`config.mk`:
```
export PLATFORM = sky130hd
export DESIGN_NAME = pulse_width_capture
export DESIGN_NICKNAME = d
export VERILOG_FILES = /design/src/rtl/pwc_pkg.sv /design/src/rtl/pwc_edge_sync.sv /design/src/rtl/pwc_bus_sel.sv /design/src/rtl/pwc_flag_ctrl.sv /design/src/rtl/pwc_capture_core.sv /design/src/rtl/pulse_width_capture.sv
export SDC_FILE = /design/constraint.sdc
export NUM_CORES = 1
export LEC_CHECK = 0
export BUFFER_PORTS_ARGS = -buffer_cell sky130_fd_sc_hd__clkbuf_2
export CAP_MARGIN = 20
export CORE_MARGIN = 5
export CORE_UTILIZATION = 36
export CTS_BUF_LIST = sky130_fd_sc_hd__clkbuf_8 sky130_fd_sc_hd__clkbuf_16
export CTS_CLUSTER_DIAMETER = 200
export DETAILED_ROUTE_END_ITERATION = 8
export PLACE_DENSITY_LB_ADDON = 0.08
export SYNTH_ARGS = -nofsm -noshare
export SYNTH_HDL_FRONTEND = slang
export SYNTH_SLANG_ARGS = --single-unit
```
`constraint.sdc`:
```
create_clock -name clk -period 2.82 [get_ports clk]
set_input_delay 0.564 -clock clk [delete_from_list [all_inputs] [get_ports clk]]
set_output_delay 0.564 -clock clk [all_outputs]
set_load 0.03 [all_outputs]
```
`src/rtl/pwc_pkg.sv`:
```
package pwc_pkg;

  localparam int MODE_W = 4;
  localparam logic [MODE_W-1:0] MODE_OFF    = 4'h0;
  localparam logic [MODE_W-1:0] MODE_PWIDTH = 4'h1;

  localparam int STAT_FLAG_BIT = 0;
  localparam int STAT_PIN_BIT  = 1;

  typedef enum logic [1:0] {
    ADDR_A     = 2'd0,
    ADDR_B     = 2'd1,
    ADDR_STAT  = 2'd2,
    ADDR_WIDTH = 2'd3
  } reg_addr_e;

  typedef enum logic {
    SEQ_WAIT_LEAD  = 1'b0,
    SEQ_WAIT_TRAIL = 1'b1
  } seq_state_e;

  typedef struct packed {
    logic lead;
    logic trail;
    logic level;
  } edge_evt_t;

endpackage

```
`src/rtl/pwc_edge_sync.sv`:
```
module pwc_edge_sync
  import pwc_pkg::*;
#(
  parameter int STAGES = 2
) (
  input  logic      clk,
  input  logic      rst_n,
  input  logic      pin_async,
  input  logic      pol,
  output edge_evt_t evt
);

  localparam int MSB = STAGES - 1;

  logic [MSB:0] sync_q;
  logic         prev_q;
  logic         rise;
  logic         fall;

  generate
    if (STAGES == 1) begin : g_single
      always_ff @(posedge clk or negedge rst_n) begin
        if (!rst_n) sync_q <= '0;
        else        sync_q <= pin_async;
      end
    end else begin : g_chain
      always_ff @(posedge clk or negedge rst_n) begin
        if (!rst_n) sync_q <= '0;
        else        sync_q <= {sync_q[MSB-1:0], pin_async};
      end
    end
  endgenerate

  always_ff @(posedge clk or negedge rst_n) begin
    if (!rst_n) prev_q <= 1'b0;
    else        prev_q <= sync_q[MSB];
  end

  assign rise = sync_q[MSB] & ~prev_q;
  assign fall = ~sync_q[MSB] & prev_q;

  always_comb begin
    evt.level = sync_q[MSB];
    evt.lead  = pol ? fall : rise;
    evt.trail = pol ? rise : fall;
  end

endmodule

```
`src/rtl/pwc_bus_sel.sv`:
```
module pwc_bus_sel #(
  parameter int NUM_BUS = 4,
  parameter int CNT_W   = 16,
  localparam int SEL_W  = (NUM_BUS > 1) ? $clog2(NUM_BUS) : 1
) (
  input  logic [NUM_BUS*CNT_W-1:0] buses,
  input  logic [SEL_W-1:0]         sel,
  output logic [CNT_W-1:0]         value
);

  logic [CNT_W-1:0] bus_arr [NUM_BUS];

  for (genvar g = 0; g < NUM_BUS; g++) begin : g_unpack
    assign bus_arr[g] = buses[g*CNT_W +: CNT_W];
  end

  generate
    if ((1 << SEL_W) == NUM_BUS) begin : g_full
      assign value = bus_arr[sel];
    end else begin : g_partial
      always_comb begin
        value = '0;
        for (int k = 0; k < NUM_BUS; k++) begin
          if (int'(sel) == k) value = bus_arr[k];
        end
      end
    end
  endgenerate

endmodule

```
`src/rtl/pwc_flag_ctrl.sv`:
```
module pwc_flag_ctrl (
  input  logic clk,
  input  logic rst_n,
  input  logic set_evt,
  input  logic stat_rd,
  input  logic stat_wr,
  input  logic stat_wflag,
  output logic flag
);

  logic flag_q;
  logic armed_q;
  logic clear_req;

  assign clear_req = stat_wr && !stat_wflag && armed_q;

  always_ff @(posedge clk or negedge rst_n) begin
    if (!rst_n)                 armed_q <= 1'b0;
    else if (stat_wr)           armed_q <= 1'b0;
    else if (stat_rd && flag_q) armed_q <= 1'b1;
  end

  always_ff @(posedge clk or negedge rst_n) begin
    if (!rst_n)         flag_q <= 1'b0;
    else if (set_evt)   flag_q <= 1'b1;
    else if (clear_req) flag_q <= 1'b0;
  end

  assign flag = flag_q;

endmodule

```
`src/rtl/pwc_capture_core.sv`:
```
module pwc_capture_core
  import pwc_pkg::*;
#(
  parameter int CNT_W = 16
) (
  input  logic              clk,
  input  logic              rst_n,
  input  logic [MODE_W-1:0] mode,
  input  logic              lead,
  input  logic              trail,
  input  logic [CNT_W-1:0]  cnt_val,
  input  logic              coh_busy,
  input  logic              wr_a,
  input  logic              wr_b,
  input  logic [CNT_W-1:0]  wdata,
  output logic [CNT_W-1:0]  a_o,
  output logic [CNT_W-1:0]  b2_o,
  output logic [CNT_W-1:0]  width_o,
  output logic              cap_lead_o,
  output logic              cap_trail_o,
  output logic              pend_o
);

  seq_state_e       state_q;
  logic [CNT_W-1:0] a_q;
  logic [CNT_W-1:0] b1_q;
  logic [CNT_W-1:0] b2_q;
  logic             pend_q;
  logic             active;
  logic             off;
  logic             cap_lead;
  logic             cap_trail;
  logic             copy_now;

  assign active    = (mode == MODE_PWIDTH);
  assign off       = (mode == MODE_OFF);
  assign cap_lead  = active && (state_q == SEQ_WAIT_LEAD)  && lead;
  assign cap_trail = active && (state_q == SEQ_WAIT_TRAIL) && trail;
  assign copy_now  = (cap_trail || pend_q) && !coh_busy;

  always_ff @(posedge clk or negedge rst_n) begin
    if (!rst_n)         state_q <= SEQ_WAIT_LEAD;
    else if (off)       state_q <= SEQ_WAIT_LEAD;
    else if (cap_lead)  state_q <= SEQ_WAIT_TRAIL;
    else if (cap_trail) state_q <= SEQ_WAIT_LEAD;
  end

  always_ff @(posedge clk or negedge rst_n) begin
    if (!rst_n)        b1_q <= '0;
    else if (cap_lead) b1_q <= cnt_val;
    else if (wr_b)     b1_q <= wdata;
  end

  always_ff @(posedge clk or negedge rst_n) begin
    if (!rst_n)         a_q <= '0;
    else if (cap_trail) a_q <= cnt_val;
    else if (wr_a)      a_q <= wdata;
  end

  always_ff @(posedge clk or negedge rst_n) begin
    if (!rst_n)        b2_q <= '0;
    else if (copy_now) b2_q <= b1_q;
    else if (wr_b)     b2_q <= wdata;
  end

  always_ff @(posedge clk or negedge rst_n) begin
    if (!rst_n)         pend_q <= 1'b0;
    else if (copy_now)  pend_q <= 1'b0;
    else if (cap_trail) pend_q <= 1'b1;
  end

  assign a_o         = a_q;
  assign b2_o        = b2_q;
  assign width_o     = a_q - b2_q;
  assign cap_lead_o  = cap_lead;
  assign cap_trail_o = cap_trail;
  assign pend_o      = pend_q;

endmodule

```
`src/rtl/pulse_width_capture.sv`:
```
module pulse_width_capture
  import pwc_pkg::*;
#(
  parameter int NUM_BUS     = 4,
  parameter int CNT_W       = 16,
  parameter int SYNC_STAGES = 2,
  localparam int SEL_W      = (NUM_BUS > 1) ? $clog2(NUM_BUS) : 1
) (
  input  logic                     clk,
  input  logic                     rst_n,
  input  logic                     pin_in,
  input  logic                     edge_pol,
  input  logic [MODE_W-1:0]        mode,
  input  logic [SEL_W-1:0]         bus_sel,
  input  logic [NUM_BUS*CNT_W-1:0] cnt_buses,
  input  logic                     coh_busy,
  input  logic                     reg_wr,
  input  logic                     reg_rd,
  input  logic [1:0]               reg_addr,
  input  logic [CNT_W-1:0]         reg_wdata,
  output logic [CNT_W-1:0]         reg_rdata,
  output logic                     flag_o,
  output logic                     pin_level_o
);

  edge_evt_t        evt;
  logic [CNT_W-1:0] cnt_val;
  logic [CNT_W-1:0] core_a;
  logic [CNT_W-1:0] core_b2;
  logic [CNT_W-1:0] core_width;
  logic             core_cap_lead;
  logic             core_cap_trail;
  logic             core_pend;
  logic             wr_a;
  logic             wr_b;
  logic             stat_wr;
  logic             stat_rd;

  assign wr_a    = reg_wr && (reg_addr == ADDR_A);
  assign wr_b    = reg_wr && (reg_addr == ADDR_B);
  assign stat_wr = reg_wr && (reg_addr == ADDR_STAT);
  assign stat_rd = reg_rd && (reg_addr == ADDR_STAT);

  pwc_edge_sync #(.STAGES(SYNC_STAGES)) u_sync (
    .clk       (clk),
    .rst_n     (rst_n),
    .pin_async (pin_in),
    .pol       (edge_pol),
    .evt       (evt)
  );

  pwc_bus_sel #(.NUM_BUS(NUM_BUS), .CNT_W(CNT_W)) u_mux (
    .buses (cnt_buses),
    .sel   (bus_sel),
    .value (cnt_val)
  );

  pwc_capture_core #(.CNT_W(CNT_W)) u_core (
    .clk         (clk),
    .rst_n       (rst_n),
    .mode        (mode),
    .lead        (evt.lead),
    .trail       (evt.trail),
    .cnt_val     (cnt_val),
    .coh_busy    (coh_busy),
    .wr_a        (wr_a),
    .wr_b        (wr_b),
    .wdata       (reg_wdata),
    .a_o         (core_a),
    .b2_o        (core_b2),
    .width_o     (core_width),
    .cap_lead_o  (core_cap_lead),
    .cap_trail_o (core_cap_trail),
    .pend_o      (core_pend)
  );

  pwc_flag_ctrl u_flag (
    .clk        (clk),
    .rst_n      (rst_n),
    .set_evt    (core_cap_trail),
    .stat_rd    (stat_rd),
    .stat_wr    (stat_wr),
    .stat_wflag (reg_wdata[STAT_FLAG_BIT]),
    .flag       (flag_o)
  );

  assign pin_level_o = evt.level;

  always_comb begin
    reg_rdata = '0;
    case (reg_addr)
      ADDR_A:     reg_rdata = core_a;
      ADDR_B:     reg_rdata = core_b2;
      ADDR_STAT: begin
        reg_rdata[STAT_FLAG_BIT] = flag_o;
        reg_rdata[STAT_PIN_BIT]  = evt.level;
      end
      default:    reg_rdata = core_width;
    endcase
  end

endmodule

```
== Word-level counts from Yosys, hierarchy flattened ==
Index checks and enable logic that the tools add are counted.
Widths: inputs -> output; s select.

* Logic and storage cells: 65
* Input bits: 95
* Bits in registers: 55
* Output and inout bits: 18

* Reduce and logical (&&, ||, !) cells: 24
* Eq/ne operators: 3
* Bitwise logic cells: 6
* Order comparisons: 1
* $add $sub $neg: 1
* Multiplexer cells: 21

{| class="wikitable"
|+ Operators by type and width
! cell !! number
|-
| $mux 16 || 7
|-
| $pmux 14 s3 || 1
|-
| $bmux 16 s2 || 1
|-
| $sub 16x16->16 || 1
|-
| $logic_and 1x1->1 || 12
|-
| $reduce_bool 2->1 || 6
|-
| $mux 1 || 11
|-
| $pmux 2 s3 || 1
|-
| $eq 4x1->1 const B || 1
|-
| $logic_not 4->1 || 1
|-
| $ge 3x3->1 const B || 1
|-
| $not 1->1 || 3
|-
| $not 2->3 || 1
|-
| $reduce_bool 3->1 || 1
|-
| $and 1x1->1 || 2
|-
| $eq 2x1->1 const B || 1
|-
| $eq 2x2->1 const B || 1
|-
| $logic_not 1->1 || 2
|-
| $logic_not 2->1 || 1
|-
| $logic_or 1x1->1 || 1
|}

== Longest topological paths before layout ==
* Word-level depth: 7
* Mapped depth: 9
* Gate-level depth less buffers: 9

== Cells and area by module ==
A second synthesis with hierarchy kept.

* Cells, all modules: 426
* Area, all modules: 4264.1 um2

{| class="wikitable"
|+ By module, submodules not included
! module !! area an instance (um2) !! cells each !! instances
|-
| pwc_capture_core || 3244.4 || 351 || 1
|-
| pwc_bus_sel || 424.2 || 20 || 1
|-
| pulse_width_capture || 405.4 || 41 || 1
|-
| pwc_edge_sync || 116.4 || 8 || 1
|-
| pwc_flag_ctrl || 73.8 || 6 || 1
|}

== Worst setup path before layout ==
OpenSTA, ideal clock, no wires.

* Path type: register to output
* Start: reg u_core.a_q[0] (netlist: u_core.a_o[0])
* End: out reg_rdata[12]
* Data arrival time: 2.456 ns
* Cell stages (with the launch flop): 10
* Data required time: 2.256 ns
* Slack: -0.200 ns
* Cell sequence: dfrtp_1 > inv_1 > ha_1 > fa_1 > nor2b_1 > o211ai_2 > a21oi_2 > o21a_1 > nor2_1 > o311ai_1

* Word-level cells in the longest chain between the ends: 2

{| class="wikitable"
|+ RTL lines
! what !! RTL line !! text
|-
| start: declaration || pwc_capture_core.sv:25 || <nowiki>logic [CNT_W-1:0] a_q;</nowiki>
|-
| start signal: assignment || pwc_capture_core.sv:56 || <nowiki>else if (cap_trail) a_q <= cnt_val;</nowiki>
|-
| start signal: assignment || pwc_capture_core.sv:57 || <nowiki>else if (wr_a) a_q <= wdata;</nowiki>
|-
| $sub 16x16->16 || pwc_capture_core.sv:74 || <nowiki>assign width_o = a_q - b2_q;</nowiki>
|-
| $pmux 14 s3 || pulse_width_capture.sv:91 || <nowiki>case (reg_addr)</nowiki>
|-
| end: declaration || pulse_width_capture.sv:21 || <nowiki>output logic [CNT_W-1:0] reg_rdata,</nowiki>
|}

No other way between the ends.

== Worst setup path after layout ==
* Start: reg u_core.b2_q[0] (netlist: u_core.b2_o[0])
* End: out reg_rdata[14]

* Word-level cells in the longest chain between the ends: 2

{| class="wikitable"
|+ RTL lines
! what !! RTL line !! text
|-
| start: declaration || pwc_capture_core.sv:27 || <nowiki>logic [CNT_W-1:0] b2_q;</nowiki>
|-
| start signal: assignment || pwc_capture_core.sv:62 || <nowiki>else if (copy_now) b2_q <= b1_q;</nowiki>
|-
| start signal: assignment || pwc_capture_core.sv:63 || <nowiki>else if (wr_b) b2_q <= wdata;</nowiki>
|-
| $sub 16x16->16 || pwc_capture_core.sv:74 ||
|-
| $pmux 14 s3 || pulse_width_capture.sv:91 ||
|}

No other way between the ends.

==> impl_metrics.env <==
export IMPL_postRouteWirelength_um=12100
export IMPL_firstDrtPassIters=5
export IMPL_drc=0
export IMPL_maxSlewHeadroom_pct=52.9
export IMPL_yosysWarningCount=0
export IMPL_cts_made_buffers=5
export IMPL_ir_drop_uv=268
export IMPL_grt_max_degree=56
export IMPL_worstSetupPathType="reg -> out"
export IMPL_max_freq_ghz=0.330
export IMPL_drive_above_1_share_pct=41.1
export IMPL_portBuffers=112
export IMPL_synth_top_cells_by_area="dfrtp_1, mux4_2, a21oi_1, mux2i_1, ha_1"
export IMPL_hp_start="u_sync.sync_q[0]$_DFF_PN0_"
export IMPL_clk_path_buf_depth=2
export IMPL_synth_fp_nets=550
export IMPL_ys_types=54
export IMPL_violations="setup timing"
export IMPL_vias=3793
export IMPL_clock_sinks=55
export IMPL_utilization_pct=49.9
export IMPL_cts_max_level=2
export IMPL_syn_inst=439
export IMPL_synth_edf_count=0
export IMPL_grt_pass1_wl_um=19400
export IMPL_status="finished, violations left"
export IMPL_layout_nets=694
export IMPL_ant_nets=0
export IMPL_synth_ff_type="dfrtp_1"
export IMPL_hold_viol_final=0
export IMPL_setup_ws_ns=-0.208
export IMPL_crit_fanout=2
export IMPL_wl_per_cell_um=16.7
export IMPL_worst_setup_path_start_kind="flop"
export IMPL_globalRouteTotalUtil_pct=18.4
export IMPL_hpwlAfterDp_um=9240
export IMPL_fin_skew_ns=0.00946
export IMPL_yosys_area_top_type="dfrtp_1"
export IMPL_dp_cells=705
export IMPL_drt_iter0_drc=184
export IMPL_ctsHoldBuffers=0
export IMPL_syn_to_final_growth_pct=35.3
export IMPL_clk_pin_slew_ns=0.10
export IMPL_cellPowerDensity_nw_per_um2=662
export IMPL_place_gp_congestion=0.847
export IMPL_synth_top_area_share_pct=34.5
export IMPL_ys_ff_latch=55
export IMPL_coreArea_um2=10800
export IMPL_clock_root_buffer="clkbuf_8"
export IMPL_die_x_um=115
export IMPL_use_met3_pct=2.32
export IMPL_grt_overflow=0
export IMPL_viasPerCell=5.24
export IMPL_fp_row_count=38
export IMPL_rsz0062_at_grt="yes"
export IMPL_worst_ep_arrival_time_ns=2.46
export IMPL_finalSetupViolations=8
export IMPL_maxCapViolCount=0
export IMPL_p_leak_nw=2.45
export IMPL_layout_cells_non_filler=724
export IMPL_period_share_pct=107
export IMPL_worst_pin_slew_ns=0.706
export IMPL_r2r_setup_slack_ns=1.06
export IMPL_antenna_found_initial=0
export IMPL_required_ns=2.26
export IMPL_first_global_vias=3704
export IMPL_maxSlewViolCount=0
export IMPL_endpoint_kind="output pin"
export IMPL_cts_tree="built"
export IMPL_hold_class="reg -> reg"
export IMPL_avgSynthCellArea_um2=9.10
export IMPL_io_pins=113
export IMPL_seq_area_frac_synth_pct=34.5
export IMPL_top_usage_layer="met1"
export IMPL_die_h_um=115
export IMPL_gr_usage_met2_pct=27.0
export IMPL_start_util_pct=36.9
export IMPL_grtUsageMet1_pct=28.9
export IMPL_min_period_ns=3.03
export IMPL_dieArea_um2=13300
export IMPL_clk_latency_ns=0.30
export IMPL_async_flop_share_pct=100
export IMPL_r2r_start="u_sync.sync_q[1]$_DFF_PN0_"
export IMPL_insertedDiodeCount=0
export IMPL_crit_start="u_core.b2_o[0]$_DFFE_PN0P_"
export IMPL_syn_cell_area_um2=4000
[kinds of logic after synthesis]
family | count (synthesis) | synth area share, %
compound gates | 140 | 20.9
simple gates | 119 | 14.4
flops | 55 | 34.5
buf+inv | 52 | 5.48
mux | 47 | 17.4
fa+ha+maj | 16 | 5.20
xor+xnor | 10 | 2.19
[state kept, by name, indices dropped and copies added, names as in the netlist]
signal          flops
u_core.a_o         16
u_core.b1_q        16
u_core.b2_o        16
u_core.pend_o       1
u_core.state_q      1
u_flag.armed_q      1
u_flag.flag         1
u_sync.prev_q       1
u_sync.sync_q       2
[what timing repair did]
item,in CTS,in global routing
setup buffers,9,2
pin swaps,23,19
cloned,0,0
endpoints found under the setup margin,9,10
resized for setup,52,19
[final timing paths]
check	end	depth (start not counted)
setup reg to reg	u_core.b2_o[14]$_DFFE_PN0P_	6
setup / recovery	reg_rdata[14]	10
hold / removal	u_sync.sync_q[1]$_DFF_PN0_	0
hold reg to reg	u_sync.sync_q[1]$_DFF_PN0_	0
min in group asynchronous	u_sync.prev_q$_DFF_PN0_	2
max in group asynchronous	u_core.b2_o[1]$_DFFE_PN0P_	2
[power breakdown]
part | switching [mW] | total [mW] | internal [mW]
clock network | 0.258 | 0.457 | 0.199
logic | 1.06 | 2.06 | 1.01
registers | 0.123 | 1.06 | 0.936
[per-layer routing]
metal  up-vias  part of all wire (%)
met5         -                     0
met2       153                    42
li1       1875                     -
met1      1755                    49
met4         0                   1.1
met3        10                   7.1
[worst max-delay path: stages, from the launching register on]
cell and delay [ns]:
dfrtp_1 0.43, ha_4 0.18, fa_2 0.36, nor2b_4 0.14, o211ai_2 0.10, buf_4 0.16
a211oi_2 0.21, a2111oi_2 0.09, xor2_1 0.15, o22ai_1 0.15, buf_4 0.19
[cell usage in the layout (no fill, tap or decap), types with 6 or more instances in the layout]
cell type and n:
clkbuf_2 102, mux4_2 18, buf_4 54, buf_6 7
nor2_1 27, o21ai_0 36, and2_1 18, ha_4 7
inv_1 20, nand2_1 45, clkbuf_8 8, a21oi_1 58
mux2i_1 29, o22ai_1 7, ha_1 6, a21oi_2 6
xor2_1 6, dfrtp_1 54
[per-stage QoR]
stage / instance area, um^2 / setup TNS (ns) / hold WS, ns / setup slack (ns) / total power [mW]
floorplan: 4010 / 0 / 0.268 / 0.0136 / 2.15
global placement: 4940 / -0.0316 / 0.332 / -0.0295 / 2.75
detailed placement: 4940 / -0.237 / 0.335 / -0.0980 / 2.74
CTS: 5340 / -1.62 / 0.347 / -0.309 / 3.49
global route: 5410 / -1.99 / 0.346 / -0.337 / 3.82
finish: 5410 / -1.02 / 0.357 / -0.208 / 3.58
[Yosys cell counts, types with 3 or more instances]
master	count
a21oi_1	64
dfrtp_1	55
nand2_1	46
o21ai_0	37
mux2i_1	29
nor2_1	27
inv_1	22
and2_1	18
mux4_2	18
ha_1	15
clkbuf_1	14
buf_2	13
o22ai_1	7
xor2_1	6
nand3_1	4
nand4_1	4
xnor2_1	4
nand2b_1	3
o21ai_1	3
[layout make-up]
cell class	count	area (um^2)
fillers	1038	5430
flip-flops and latches	55	1380
repair buffers	167	1050
multi-input cells	332	2620
clock inverters	2	12.5
clock buffers	6	82.6
well taps	140	175
inverters	22	82.6
No activity file was read; power rests on OpenSTA's default activity.
